## src/rtl/burst_rd_ctrl.sv

```systemverilog
module burst_rd_ctrl #(
  parameter int AW = 16,
  parameter int DW = 16
) (
  input  logic          clk,
  input  logic          rst_n,
  input  logic          cfg_we,
  input  logic [DW-1:0] cfg_wdata,
  input  logic          addr_vld,
  input  logic [AW-1:0] addr_in,
  output logic [DW-1:0] dout,
  output logic          wait_o,
  output logic          sync_mode
);

  localparam logic [31:0] MUL_K = 32'h0000_2F1B;
  localparam logic [DW-1:0] XOR_K = DW'(16'h5A3C);

  logic          sync_q, hold2_q, pol_q, act_q, rdy_q, hcnt_q;
  logic [2:0]    lat_q, lcnt_q;
  logic [1:0]    len_q;
  logic [AW-1:0] addr_q, mask, nxt;
  logic [DW-1:0] dout_q;
  logic          busy;

  function automatic logic [DW-1:0] mem_word(input logic [AW-1:0] a);
    logic [31:0] p;
    p = 32'(a) * MUL_K;
    return p[DW-1:0] ^ XOR_K;
  endfunction

  always_comb begin
    case (len_q)
      2'd0:    mask = AW'(3);
      2'd1:    mask = AW'(7);
      2'd2:    mask = AW'(15);
      default: mask = '1;
    endcase
  end

  assign nxt       = (addr_q & ~mask) | ((addr_q + 1'b1) & mask);
  assign busy      = sync_q & act_q & ~rdy_q;
  assign wait_o    = pol_q ? busy : ~busy;
  assign dout      = dout_q;
  assign sync_mode = sync_q;

  always_ff @(posedge clk or negedge rst_n) begin
    if (!rst_n) begin
      sync_q  <= 1'b0;
      hold2_q <= 1'b0;
      pol_q   <= 1'b0;
      len_q   <= 2'd0;
      lat_q   <= 3'd2;
      lcnt_q  <= 3'd0;
      act_q   <= 1'b0;
      rdy_q   <= 1'b0;
      hcnt_q  <= 1'b0;
      addr_q  <= '0;
      dout_q  <= '0;
    end else if (cfg_we) begin
      sync_q  <= 1'b1;
      lat_q   <= (cfg_wdata[2:0] < 3'd2) ? 3'd2 : cfg_wdata[2:0];
      hold2_q <= cfg_wdata[3];
      pol_q   <= cfg_wdata[4];
      len_q   <= cfg_wdata[6:5];
      act_q   <= 1'b0;
      rdy_q   <= 1'b0;
    end else if (addr_vld) begin
      addr_q <= addr_in;
      if (sync_q) begin
        act_q  <= 1'b1;
        rdy_q  <= 1'b0;
        lcnt_q <= lat_q;
        hcnt_q <= 1'b0;
      end else begin
        dout_q <= mem_word(addr_in);
      end
    end else if (act_q) begin
      if (!rdy_q) begin
        if (lcnt_q == 3'd1) begin
          rdy_q  <= 1'b1;
          dout_q <= mem_word(addr_q);
          addr_q <= nxt;
          hcnt_q <= 1'b0;
        end else begin
          lcnt_q <= lcnt_q - 3'd1;
        end
      end else if (hold2_q && !hcnt_q) begin
        hcnt_q <= 1'b1;
      end else begin
        dout_q <= mem_word(addr_q);
        addr_q <= nxt;
        hcnt_q <= 1'b0;
      end
    end
  end

endmodule

```

## config.mk

```make
export PLATFORM = sky130hd
export DESIGN_NAME = burst_rd_ctrl
export DESIGN_NICKNAME = d
export VERILOG_FILES = /design/src/rtl/burst_rd_ctrl.sv
export SDC_FILE = /design/constraint.sdc
export NUM_CORES = 1
export LEC_CHECK = 0
export BUFFER_PORTS_ARGS = -buffer_cell sky130_fd_sc_hd__buf_4
export CORE_AREA = 4 4 138 140
export DETAILED_ROUTE_END_ITERATION = 12
export DIE_AREA = 0 0 142 144
export PLACE_DENSITY = 0.64
export SETUP_SLACK_MARGIN = 0.1
export SLEW_MARGIN = 20
export SYNTH_ARGS = -nofsm -noshare
export SYNTH_HDL_FRONTEND = slang
export SYNTH_SLANG_ARGS = --single-unit
```

## constraint.sdc

```tcl
create_clock -name clk -period 11.9 [get_ports clk]
set_input_delay 3.57 -clock clk [delete_from_list [all_inputs] [get_ports clk]]
set_output_delay 3.57 -clock clk [all_outputs]
set_load 0.05 [all_outputs]
```

==> impl_metrics.tcl <==
set metrics [dict create \
    status "finished, final reports clean" \
    path_delay_family "adder cells" \
    synth_top_cell_area_share 0.210 \
    start_util 0.394 \
    synth-edff-count 0 \
    cts_setup_buffers 0 \
    worstReg2RegEnd "dout[15]" \
    ff2ff_path_depth 20 \
    maxSlewViolCount 0 \
    post-place-ws_ps 3520 \
    worstHoldPathType "register to register" \
    synth-seq-cells 46 \
    crit_required_ps 12110 \
    cp_slowest_cell "fa_1" \
    cts_buffer_depth 2 \
    synth_simple_gate_area_frac 0.0951 \
    wire_per_inst_um 15.4 \
    multiInputGateArea_um2 5120 \
    grt_antenna_before_repair 0 \
    synthMuxAreaShare 0.0183 \
    via_per_inst 4.93 \
    cts_hold_buf 0 \
    io_pins 54 \
    fp-row-count 49 \
    core_um2 17800 \
    crit_buf_inv 7 \
    synth-compound-area-share 0.133 \
    grt_pass1_wl_um 26800 \
    clk_pin_slew_worst_paths_ps 60 \
    hold_end "dout[5]" \
    critPathCaptureType "register" \
    final_nets 1051 \
    grt_usage 0.164 \
    filler_cell_count 1749 \
    min_period_ps 8100 \
    synthXorXnorAreaFrac 0.0633 \
    overflow 0 \
    max_cap_viol_count 0 \
    dpl.hpwl_um 13500 \
    worstMarginPinSlew_ps 866 \
    drt_pre_antenna_iters 4 \
    report.final.hold_viol_count 0 \
    path_common_cell "inv_1" \
    drc_errors 0 \
    antenna_cells 0 \
    die_area_um2 20400 \
    fin_util 0.435 \
    cts_tree "built" \
    cts-resized-gates 0 \
    synthAdderAreaFrac 0.418 \
    netlist_top_cells_area "fa_1 21%, ha_1 21%, dfrtp_1 16%, inv_1 10%, xnor2_1 4.2%" \
    clock_latency_ps 300 \
    path_class "primary input to register" \
    yosysTopAreaCell "fa_1" \
    vias 5200 \
    finalWorstSetupSlack_ps 3800 \
    syn_area_per_cell_um2 8.94 \
    synthToLayoutAreaGrowth_pct 10.2 \
    port_buffers 44 \
    finalNonFillerCells 1054 \
    syn-num-nets 1014 \
    ys_types 53 \
    start_kind "primary input" \
    totalWireLength_um 16300 \
    synth_top_family_by_area "adder cells" \
    path_cells "buf_4 -> inv_1 -> fa_1 -> inv_1 -> ha_1 -> inv_1 -> fa_1 -> inv_1 -> fa_1 -> fa_1 -> inv_1 -> fa_1 -> inv_1 -> ha_1 -> o21ai_0 -> nand2b_1 -> a21oi_1 -> a31oi_4 -> xnor2_1 -> a211oi_2" \
    crit_fanout 6 \
    r2r_slack_ps 6220 \
    slowest_delay_ps 550 \
    netlist_area_um2 7040 \
    synth_ff_type "dfrtp_1" \
    cts_inserted_buffers 5 \
    grt_pass1_vias 5218 \
    drt-initial-drc-count 243 \
    setup_tns_ps 0 \
    seqCellArea_um2 1150 \
    slew-limit-headroom 0.421 \
    cts.htree.levels 2 \
    synth_cells 787 \
    synth-seq-area-share 0.164 \
    cts.sinks 46 \
    final.setup_skew_ps 7.66 \
    timing.final.crit_share 0.681 \
    fmax_mhz 123 \
    drive_above_1_share 0.0824 \
    rsz0062_at_grt "no" \
    die_h_um 144 \
    hold_start "dout[5]" \
    die_w_um 142 \
    critPathLaunch "addr_in[2]" \
    dp_cells 1046 \
    ant_nets 0 \
    yosys_warnings 0 \
    async_flop_share 1.00 \
    holdPathStages 2 \
    cp.arrival_ps 8310 \
    setup_violations 0 \
    grt_start_max_net_pins 47 \
    root_buffer "clkbuf_16" \
    place.gp.congestion 0.824 \
]
==> metrics by stage <==
stage	hold slack [ps]	cell area (µm²)
2_1_floorplan	462	7040
3_3_place_gp	461	7600
5_1_grt	500	7750
6_report	477	7750
4_1_cts	482	7750
3_5_place_dp	465	7600
==> placed cells by master (no fill, tap or decap), drive strengths merged, types with 7 or more instances in the layout <==
master and instances:
a211oi 9, a21o 10, a21oi 31, buf 45, clkbuf 7, dfrtp 45
fa 74, ha 117, inv 188, mux2 7, nand2 35, nand3 10
nor2 34, nor2b 8, nor3 20, o21a 13, o21ai 59, xnor2 35
xor2 15
==> final cells by class <==
type,instances,area share
Multi-Input combinational cell,539,0.661
Sequential cell,46,0.149
Inverter,187,0.0905
Timing Repair Buffer,45,0.0436
Tap cell,229,0.0370
Clock buffer,7,0.0184
Clock inverter,1,0.00113
==> cells by family after synthesis <==
logic type      after synthesis
mux                          12
compound gates              149
simple gates                137
xor+xnor                     50
flops                        46
fa+ha+maj                   191
buf+inv                     202
==> synthesized netlist by cell type (5+ instances only) <==
cell type	number
nand3_1	10
fa_1	74
dfrtp_1	45
nand2_1	35
a21o_1	10
mux2i_1	5
or3_1	5
a22oi_1	6
o21ai_1	27
xor2_1	15
xnor2_1	34
nor2b_1	7
nand2b_1	5
ha_1	117
mux2_2	6
and3_1	5
inv_1	187
a211oi_1	5
o21ai_0	32
nor2_1	34
clkbuf_1	10
nor3_1	20
o21a_1	13
a21oi_1	30
==> worst register-to-register path, stage by stage (launching register included) <==
cell,delay [ps]
dfrtp_1,620
inv_1,210
fa_1,540
inv_1,40
ha_1,260
inv_1,50
fa_1,520
inv_1,50
fa_1,500
fa_1,540
inv_1,50
fa_1,490
inv_1,40
ha_1,340
a21oi_1,190
nor2_1,60
a211oi_1,220
o31ai_1,150
xnor2_1,230
mux2i_1,350
a211oi_2,60
==> routing by layer <==
metal,GRT usage,share of wire,vias to the layer above
met1,0.247,0.50,2484
met2,0.261,0.46,80
met3,0.0218,0.031,8
met5,0,0,-
met4,0.0152,0.0039,0
li1,-,-,2628
==> worst max-delay path by stage <==
stage	endpoint	cells past startpoint
global route	dout[15]	20
CTS	dout[15]	20
global placement	dout[15]	20
finish	dout[15]	20
detailed placement	dout[15]	20
floorplan	dout[15]	19
Power is left out: the tool's default activity adds up to more than one toggle a clock period on the data nets, which glitch-free logic cannot reach.
